==> config.mk <==
export PLATFORM = sky130hd
export DESIGN_NAME = sd_cmd_framer
export DESIGN_NICKNAME = d
export VERILOG_FILES = /design/src/rtl/sdcf_pkg.sv /design/src/rtl/sdcf_crc_sel.sv /design/src/rtl/sdcf_frame_mux.sv /design/src/rtl/sdcf_poll_tracker.sv /design/src/rtl/sd_cmd_framer.sv
export SDC_FILE = /design/constraint.sdc
export NUM_CORES = 1
export LEC_CHECK = 0
export BUFFER_PORTS_ARGS = -buffer_cell sky130_fd_sc_hd__buf_2
export CAP_MARGIN = 20
export CORE_ASPECT_RATIO = 1.4
export CORE_MARGIN = 4
export CORE_UTILIZATION = 55
export CTS_CLUSTER_DIAMETER = 100
export DETAILED_ROUTE_END_ITERATION = 10
export PLACE_DENSITY = 0.8
export REMOVE_ABC_BUFFERS = 1
export SYNTH_ARGS = -nofsm -noshare
export SYNTH_HDL_FRONTEND = slang
export SYNTH_HIERARCHICAL = 1
export SYNTH_SLANG_ARGS = --single-unit
==> constraint.sdc <==
create_clock -name clk -period 2.7 [get_ports clk]
set_input_delay 0.675 -clock clk [delete_from_list [all_inputs] [get_ports clk]]
set_output_delay 0.675 -clock clk [all_outputs]
set_load 0.01 [all_outputs]
==> src/rtl/sdcf_pkg.sv <==
package sdcf_pkg;
    typedef enum logic [2:0] {
        ST_IDLE,
        ST_DESEL,
        ST_SEL,
        ST_FRAME,
        ST_POLL,
        ST_DONE
    } sdcf_state_e;

    localparam logic [7:0] FILL_BYTE = 8'hFF;
    localparam logic [1:0] START_BITS = 2'b01;
endpackage

==> src/rtl/sdcf_crc_sel.sv <==
module sdcf_crc_sel #(
    parameter int unsigned IDX_W      = 6,
    parameter int unsigned RESET_IDX  = 0,
    parameter int unsigned IFCOND_IDX = 8,
    parameter logic [7:0]  CRC_RESET  = 8'h95,
    parameter logic [7:0]  CRC_IFCOND = 8'h87,
    parameter logic [7:0]  CRC_DUMMY  = 8'h01
) (
    input  logic [IDX_W-1:0] idx_i,
    output logic [7:0]       crc_o
);
    always_comb begin
        if (idx_i == IDX_W'(RESET_IDX))
            crc_o = CRC_RESET;
        else if (idx_i == IDX_W'(IFCOND_IDX))
            crc_o = CRC_IFCOND;
        else
            crc_o = CRC_DUMMY;
    end
endmodule

==> src/rtl/sdcf_frame_mux.sv <==
module sdcf_frame_mux
    import sdcf_pkg::*;
#(
    parameter int unsigned IDX_W = 6,
    parameter int unsigned ARG_W = 32,
    localparam int unsigned ARG_BYTES = ARG_W / 8,
    localparam int unsigned FRAME_BYTES = ARG_BYTES + 2,
    localparam int unsigned SEL_W = $clog2(FRAME_BYTES)
) (
    input  logic [IDX_W-1:0] idx_i,
    input  logic [ARG_W-1:0] arg_i,
    input  logic [7:0]       crc_i,
    input  logic [SEL_W-1:0] sel_i,
    output logic [7:0]       byte_o
);
    logic [7:0] slot [FRAME_BYTES];

    assign slot[0] = {START_BITS, idx_i};
    assign slot[FRAME_BYTES-1] = crc_i;

    for (genvar g = 0; g < ARG_BYTES; g++) begin : g_arg
        assign slot[g+1] = arg_i[ARG_W-1-8*g -: 8];
    end

    always_comb begin
        byte_o = FILL_BYTE;
        for (int k = 0; k < FRAME_BYTES; k++) begin
            if (sel_i == SEL_W'(k))
                byte_o = slot[k];
        end
    end
endmodule

==> src/rtl/sdcf_poll_tracker.sv <==
module sdcf_poll_tracker #(
    parameter int unsigned LIMIT = 10,
    localparam int unsigned CNT_W = $clog2(LIMIT + 1)
) (
    input  logic       clk,
    input  logic       rst_n,
    input  logic       clear_i,
    input  logic       step_i,
    input  logic [7:0] rx_i,
    output logic       stop_o
);
    logic [CNT_W-1:0] tries_q;

    assign stop_o = step_i && (!rx_i[7] || (tries_q == CNT_W'(LIMIT - 1)));

    always_ff @(posedge clk or negedge rst_n) begin
        if (!rst_n)
            tries_q <= '0;
        else if (clear_i || stop_o)
            tries_q <= '0;
        else if (step_i)
            tries_q <= tries_q + 1'b1;
    end


    poll_bound_chk: assert property (@(posedge clk) disable iff (!rst_n)
        tries_q < CNT_W'(LIMIT));
endmodule

==> src/rtl/sd_cmd_framer.sv <==
module sd_cmd_framer
    import sdcf_pkg::*;
#(
    parameter int unsigned IDX_W      = 6,
    parameter int unsigned ARG_W      = 32,
    parameter int unsigned POLL_LIMIT = 10,
    parameter int unsigned APP_IDX    = 55,
    localparam int unsigned FRAME_BYTES = ARG_W / 8 + 2,
    localparam int unsigned SEL_W = $clog2(FRAME_BYTES)
) (
    input  logic             clk,
    input  logic             rst_n,
    input  logic             start_i,
    input  logic [IDX_W-1:0] cmd_idx_i,
    input  logic             app_i,
    input  logic [ARG_W-1:0] arg_i,
    output logic             spi_start_o,
    output logic [7:0]       spi_tx_o,
    input  logic [7:0]       spi_rx_i,
    input  logic             spi_done_i,
    output logic             cs_n_o,
    output logic             done_o,
    output logic [7:0]       resp_o,
    output logic             timeout_o
);
    sdcf_state_e      state_q;
    logic             inflight_q;
    logic [SEL_W-1:0] sel_q;
    logic             cs_n_q;
    logic             prefix_q;
    logic [IDX_W-1:0] cmd_q;
    logic [ARG_W-1:0] arg_q;
    logic [7:0]       resp_q;
    logic             to_q;

    logic [IDX_W-1:0] cur_idx;
    logic [ARG_W-1:0] cur_arg;
    logic [7:0]       crc_byte;
    logic [7:0]       frame_byte;
    logic             xfer_end;
    logic             poll_step;
    logic             poll_stop;

    assign cur_idx   = prefix_q ? IDX_W'(APP_IDX) : cmd_q;
    assign cur_arg   = prefix_q ? '0 : arg_q;
    assign xfer_end  = inflight_q && spi_done_i;
    assign poll_step = (state_q == ST_POLL) && xfer_end;

    sdcf_crc_sel #(.IDX_W(IDX_W)) u_crc (
        .idx_i (cur_idx),
        .crc_o (crc_byte)
    );

    sdcf_frame_mux #(.IDX_W(IDX_W), .ARG_W(ARG_W)) u_mux (
        .idx_i  (cur_idx),
        .arg_i  (cur_arg),
        .crc_i  (crc_byte),
        .sel_i  (sel_q),
        .byte_o (frame_byte)
    );

    sdcf_poll_tracker #(.LIMIT(POLL_LIMIT)) u_poll (
        .clk     (clk),
        .rst_n   (rst_n),
        .clear_i (state_q != ST_POLL),
        .step_i  (poll_step),
        .rx_i    (spi_rx_i),
        .stop_o  (poll_stop)
    );

    // State register and datapath
    always_ff @(posedge clk or negedge rst_n) begin
        if (!rst_n) begin
            state_q    <= ST_IDLE;
            inflight_q <= 1'b0;
            sel_q      <= '0;
            cs_n_q     <= 1'b1;
            prefix_q   <= 1'b0;
            cmd_q      <= '0;
            arg_q      <= '0;
            resp_q     <= '0;
            to_q       <= 1'b0;
        end else begin
            if (spi_start_o)
                inflight_q <= 1'b1;
            else if (spi_done_i)
                inflight_q <= 1'b0;

            unique case (state_q)
                ST_IDLE: begin
                    if (start_i) begin
                        cmd_q    <= cmd_idx_i;
                        arg_q    <= arg_i;
                        prefix_q <= app_i;
                        cs_n_q   <= 1'b1;
                        state_q  <= ST_DESEL;
                    end
                end
                ST_DESEL: begin
                    if (xfer_end) begin
                        cs_n_q  <= 1'b0;
                        state_q <= ST_SEL;
                    end
                end
                ST_SEL: begin
                    if (xfer_end) begin
                        sel_q   <= '0;
                        state_q <= ST_FRAME;
                    end
                end
                ST_FRAME: begin
                    if (xfer_end) begin
                        if (sel_q == SEL_W'(FRAME_BYTES - 1))
                            state_q <= ST_POLL;
                        else
                            sel_q <= sel_q + 1'b1;
                    end
                end
                ST_POLL: begin
                    if (poll_stop) begin
                        resp_q <= spi_rx_i;
                        if (prefix_q && spi_rx_i <= 8'd1) begin
                            prefix_q <= 1'b0;
                            cs_n_q   <= 1'b1;
                            state_q  <= ST_DESEL;
                        end else begin
                            to_q    <= spi_rx_i[7];
                            state_q <= ST_DONE;
                        end
                    end
                end
                ST_DONE: begin
                    state_q <= ST_IDLE;
                end
                default: state_q <= ST_IDLE;
            endcase
        end
    end

    // Outputs
    always_comb begin
        spi_start_o = 1'b0;
        spi_tx_o    = FILL_BYTE;
        done_o      = 1'b0;
        unique case (state_q)
            ST_IDLE: ;
            ST_DESEL, ST_SEL, ST_POLL: spi_start_o = !inflight_q;
            ST_FRAME: begin
                spi_start_o = !inflight_q;
                spi_tx_o    = frame_byte;
            end
            ST_DONE: done_o = 1'b1;
            default: ;
        endcase
    end

    assign cs_n_o    = cs_n_q;
    assign resp_o    = resp_q;
    assign timeout_o = to_q;


    one_launch_chk: assert property (@(posedge clk) disable iff (!rst_n)
        spi_start_o |=> !spi_start_o);

    cs_quiet_chk: assert property (@(posedge clk) disable iff (!rst_n)
        inflight_q |-> $stable(cs_n_o));

    hold_select_chk: assert property (@(posedge clk) disable iff (!rst_n)
        done_o |-> !cs_n_o);

    done_pulse_chk: assert property (@(posedge clk) disable iff (!rst_n)
        done_o |=> !done_o);

    timeout_flag_chk: assert property (@(posedge clk) disable iff (!rst_n)
        done_o |-> (timeout_o == resp_o[7]));

    latch_hold_chk: assert property (@(posedge clk) disable iff (!rst_n)
        (state_q != ST_IDLE) |=> $stable(cmd_q) && $stable(arg_q));

    frame_sel_chk: assert property (@(posedge clk) disable iff (!rst_n)
        (state_q == ST_FRAME) |-> (sel_q < SEL_W'(FRAME_BYTES)));
endmodule

==> Word level (Yosys, flattened, before mapping) <==
Index checks and enable logic that the tools add are counted.
{ "word_totals": {"register_bits": 60, "inputBits": 51, "output_inout_bits": 20, "elab_cells": 97} }
{ "classes": {"addsub": 2, "order_cmp": 1, "n_eq_ne": 21, "muxes": 38, "bitwise": 1, "reduce_logical": 24} }
{ "op_table": {"columns": ["operator", "n"], "rows": [
  ["$mux 8", 9],
  ["$mux 32", 1],
  ["$mux 3", 10],
  ["$pmux 3 s5", 1],
  ["$eq 3x2->1 const B", 4],
  ["$eq 3x3->1 const B", 4],
  ["$ne 2x2->1 const B", 6],
  ["$mux 1", 11],
  ["$le 8x1->1 const B", 1],
  ["$mux 4", 2],
  ["$reduce_and 4->1", 2],
  ["$reduce_bool 2->1", 4],
  ["$eq 3x1->1 const B", 2],
  ["$eq 6x4->1 const B", 1],
  ["$logic_not 3->1", 2],
  ["$logic_not 6->1", 1],
  ["$mux 6", 1],
  ["$pmux 3 s2", 1],
  ["$reduce_and 6->1", 1],
  ["$reduce_and 5->1", 1],
  ["$add 4x1->4 const B", 1],
  ["$eq 4x4->1 const B", 1],
  ["$logic_and 1x1->1", 4],
  ["$ne 2x1->1 const B", 2],
  ["11 further kinds", 14]
]} }

==> Depth between registers and ports, before layout <==
{ "logic_depth": {"word_depth": 8, "depth_mapped": 9, "mapped_depth_nobuf": 7} }

==> By module <==
The synthesis kept the hierarchy.
{ "by_module_without_submodules": {"columns": ["module", "instances", "cells_each", "area_each_um2"], "rows": [
  ["sd_cmd_framer", 1, 225, 2638.8],
  ["sdcf_frame_mux", 1, 49, 445.4],
  ["sdcf_poll_tracker", 1, 20, 236.5],
  ["sdcf_crc_sel", 1, 13, 81.3]
]} }

==> Least setup slack after synthesis <==
No wires, ideal clock.
{ "synth_path": {"kind": "register -> output", "start": "register prefix_q", "end": "output port spi_tx_o[4]", "arrival_ns": 1.879, "required_time_ns": 2.025, "path_slack_ns": 0.146, "stages_incl_launch_ff": 9, "path_buffers": 1, "path_cell_list": "dfrtp_1 -> clkbuf_1 -> or2_2 -> or4_1 -> nor2_1 -> mux2_4 -> o22ai_1 -> a21oi_1 -> or2_2"} }
{ "synth_lines": {"columns": ["element", "line_no", "rtl"], "rows": [
  ["start, declared", "sd_cmd_framer.sv:30", "logic prefix_q;"],
  ["start signal, assigned", "sd_cmd_framer.sv:94", "prefix_q <= app_i;"],
  ["$mux 6", "sd_cmd_framer.sv:44", "assign cur_idx = prefix_q ? IDX_W'(APP_IDX) : cmd_q;"],
  ["net cur_idx[2]", "sd_cmd_framer.sv:36", "logic [IDX_W-1:0] cur_idx;"],
  ["$logic_not 6->1", "sdcf_crc_sel.sv:13", "if (idx_i == IDX_W'(RESET_IDX))"],
  ["$mux 8", "sdcf_crc_sel.sv:13", null],
  ["net crc_byte[4]", "sd_cmd_framer.sv:38", "logic [7:0] crc_byte;"],
  ["$mux 8", "sdcf_frame_mux.sv:28", "if (sel_i == SEL_W'(k))"],
  ["net frame_byte[4]", "sd_cmd_framer.sv:39", "logic [7:0] frame_byte;"],
  ["$mux 8", "sd_cmd_framer.sv:145", "unique case (state_q)"],
  ["end, declared", "sd_cmd_framer.sv:18", "output logic [7:0] spi_tx_o,"]
]} }
The timed path passes the listed nets, and every way through them passes these cells.

==> Worst setup path after layout <==
Ends and elaborated chain as after synthesis.

==> summary.md <==
| Metric | Value |
|---|---|
| Status | `complete, but fails checks` |
| Worst Hold End | `resp_o[6]` |
| Diodes inserted | `0` |
| I/O pin count | `71` |
| Setup WS post-layout | `-238 ps` |
| Flop2flop setup slack | `370 ps` |
| Met1 WL | `2950 um` |
| Met2 wire length | `3860 um` |
| Ys async rst share | `100%` |
| Max_cap viols | `0` |
| CTS tree | `done` |
| Rows | `33` |
| Number of buffers created by CTS | `9` |
| Die ar. | `7530 um2` |
| Total gr overflow | `0` |
| R2R depth | `7` |
| Final setup fails | `7` |
| Fin nets | `440` |
| Drt drc | `0` |
| Clock Tree Buf Depth | `2` |
| CP endpoint kind | `output port` |
| Initial DRT Pass Iterations | `4` |
| Worst Path Required | `2030 ps` |
| Detailed router's first-iteration violation count | `115` |
| First-pass GRT wire length | `11700 um` |
| Worst Max-Slew Pin Slew | `764 ps` |
| Minimum hold slack | `477 ps` |
| Yosys Warn Count | `6` |
| Fraction of layout cells with a size suffix above 1 | `41.8%` |
| Avg Synthesized Cell Area | `11.1 um2` |
| Hold depth | `2` |
| DP Wirelength | `5110 um` |
| Fmax | `340 MHz` |
| Synth area leaders | `dfrtp_1, mux2_2, mux2_1, nor2b_1, nand2_1` |
| Initial antenna violation count | `0` |
| Area after DPL | `3780 um2` |
| Worst r2r src | `state_q[1]` |
| Final cycle utilization of the critical path | `109%` |
| Minimum clock period | `2940 ps` |
| Die H | `101 um` |
| Post-Route WL | `7350 um` |
| RSZ-0062 raised after global routing | `yes` |
| PortBufs | `70` |
| Pwr dens | `1120 nW/um2` |
| Register area share after synthesis | `44.2%` |
| HP Class | `flop to flop` |
| Synth Cell Area | `3400 um2` |
| Root buf cell | `clkbuf_8` |
| Final Skew | `5.37 ps` |
| Hold Fails Final Rpt | `0` |
| Failing checks | `negative setup slack` |
| Most used DFF post-synth | `dfrtp_1` |
| Tot GR Track Use | `20.5%` |
| Avg Vias per Cell | `5.45` |
| Core box area | `5950 um2` |
| Max Slew Vio Count | `0` |
| ANT nets after route | `0` |
| CP Class | `flop to output port` |
| Routability-driven placement congestion ratio | `0.814` |
| Leak | `1.95 nW` |
| Worst vdd ir | `544 uV` |
| Top Metal Used | `met4` |
| Synth cell types | `53` |
| Syn-to-layout area delta | `20.1%` |
| Max_slew headroom | `49.1%` |
| Sink Count | `60` |
| Hold_sp | `resp_o[6]` |
| CTS H-tree lvls | `3` |
| CP Max Fanout | `6` |
| Design Power | `4.57 mW` |
| Yosys top cell by area | `dfrtp_1` |
| Flops & latches, synth | `60` |
| Mapped Cells | `307` |
| Routed wire per std cell | `16.0 um` |
| Yosys top cell area share | `43.4%` |
| DIE WIDTH | `74.5 um` |
| FF-to-FF End | `prefix_q` |
| Setup TNS | `-1210 ps` |
| Pin count of the biggest net entering global routing | `61` |
| Worst skew pair latency | `340 ps` |
| Starting Density | `57.2%` |
| Final Cell Area | `4090 um2` |
| Arr. time, crit path | `2260 ps` |
| Startpoint Class | `flop` |
| Vias in the first global route | `2606` |
| Vias | `2506` |
| Cts hold-fix bufs | `0` |
| Clock transition at the registers of the reported paths | `60 ps` |
| Met3 routed WL | `414 um` |
| Post-synth EDFFs | `0` |
[Yosys cell counts, drive strengths merged (2+ instances only)]
| master | instances |
|---|---|
| a211oi | 2 |
| inv | 4 |
| dfrtp | 59 |
| and3 | 4 |
| nor4b | 3 |
| xor2 | 2 |
| ha | 4 |
| nor2b | 34 |
| nor4 | 3 |
| nor3b | 2 |
| mux2 | 53 |
| o21ai | 5 |
| nand2b | 6 |
| nand4 | 2 |
| mux2i | 8 |
| nand2 | 32 |
| o22ai | 6 |
| buf | 16 |
| conb | 2 |
| a21oi | 10 |
| clkbuf | 6 |
| nor3 | 4 |
| nand3b | 2 |
| or2 | 15 |
| nor2 | 6 |
[kinds of logic after synthesis]
| family | count (synthesis) | share of synthesized area, % |
|---|---|---|
| fa+ha+maj | 4 | 1.47 |
| other cells | 2 | 0.221 |
| simple gates | 120 | 21.3 |
| flops | 60 | 44.2 |
| mux | 61 | 20.4 |
| xor+xnor | 3 | 0.772 |
| compound gates | 31 | 6.14 |
| buf+inv | 26 | 5.52 |
[worst max-delay path by stage]
| stage | start | slack, ps | cells after the start | endpoint |
|---|---|---|---|---|
| final | prefix_q | -240 | 9 | spi_tx_o[4] |
| after detailed placement | prefix_q | 30 | 9 | spi_tx_o[2] |
| after CTS | prefix_q | -230 | 9 | spi_tx_o[4] |
| after global routing | prefix_q | -360 | 9 | spi_tx_o[4] |
| after global placement | prefix_q | 60 | 9 | spi_tx_o[2] |
| after floorplan | prefix_q | -100 | 7 | spi_tx_o[4] |
[final cells by class]
type,count,area (um2)
Clock buffer,13,179
Clock inverter,3,42.5
Fill cell,467,1860
Inverter,4,15.0
Multi-Input combinational cell,223,1760
Sequential cell,60,1500
Tap cell,70,87.6
Timing Repair Buffer,87,502
[through the flow]
step	cells	util [%]	setup WS (ps)
finish	460	68.7	-238
global route	460	68.7	-360
CTS	459	68.3	-230
detailed placement	441	63.6	33.7
global placement	441	63.6	64.0
floorplan	287	-	-97.7
[registers in the layout (all words and copies together), names as in the netlist]
register,cells
arg_q,32
resp_o,8
cmd_q,6
u_poll/tries_q,4
sel_q,3
state_q,3
cs_n_o,1
inflight_q,1
prefix_q,1
timeout_o,1
[layout by cell type, fill, tap and decap left out, types with 2 or more instances in the layout]
master	netlist	layout
nand2_1	32	32
or2_4	0	6
mux2_4	5	5
nand4_1	2	2
nand2b_1	6	6
nor2_1	6	6
o22ai_1	6	5
xor2_1	2	2
dfrtp_1	59	58
mux2_1	21	21
nor2b_1	34	34
mux2_2	27	27
ha_1	4	4
or2_2	15	9
nor4b_4	2	2
conb_1	2	4
buf_6	3	5
a21oi_1	10	10
o21ai_0	5	5
nor3b_1	2	2
inv_1	4	4
buf_4	6	14
nor4_1	3	2
buf_2	4	68
and3_1	4	4
mux2i_1	8	8
nor3_1	3	3
clkbuf_8	0	13
[timing repair]
item / CTS / global route
resized for setup: 14 / 3
setup endpoints to repair: 8 / 8
pin swaps: 3 / 3
setup buffers: 2 / 1
[metal layers]
layer | track usage [%] | vias to the layer above
met5 | 0 | -
met4 | 7.67 | 0
met3 | 6.79 | 13
met2 | 34.9 | 71
met1 | 23.6 | 1216
li1 | - | 1206
[critical path, stage by stage, from the launching register on]
cell and delay, ps:
dfrtp_2 450, buf_6 140, or2_4 250, or4_1 400, nor2_1 100, mux2_4 160, o22ai_2 80, a21oi_1 140
or2_4 130, buf_6 90
[power breakdown]
group / total [mW] / internal, mW / leakage (nW) / switching, mW
clock: 0.880 / 0.525 / 0.112 / 0.354
combinational: 2.20 / 1.19 / 1.10 / 1.01
sequential: 1.49 / 1.27 / 0.731 / 0.216
Note: power is estimated with default switching activity, not from simulation.
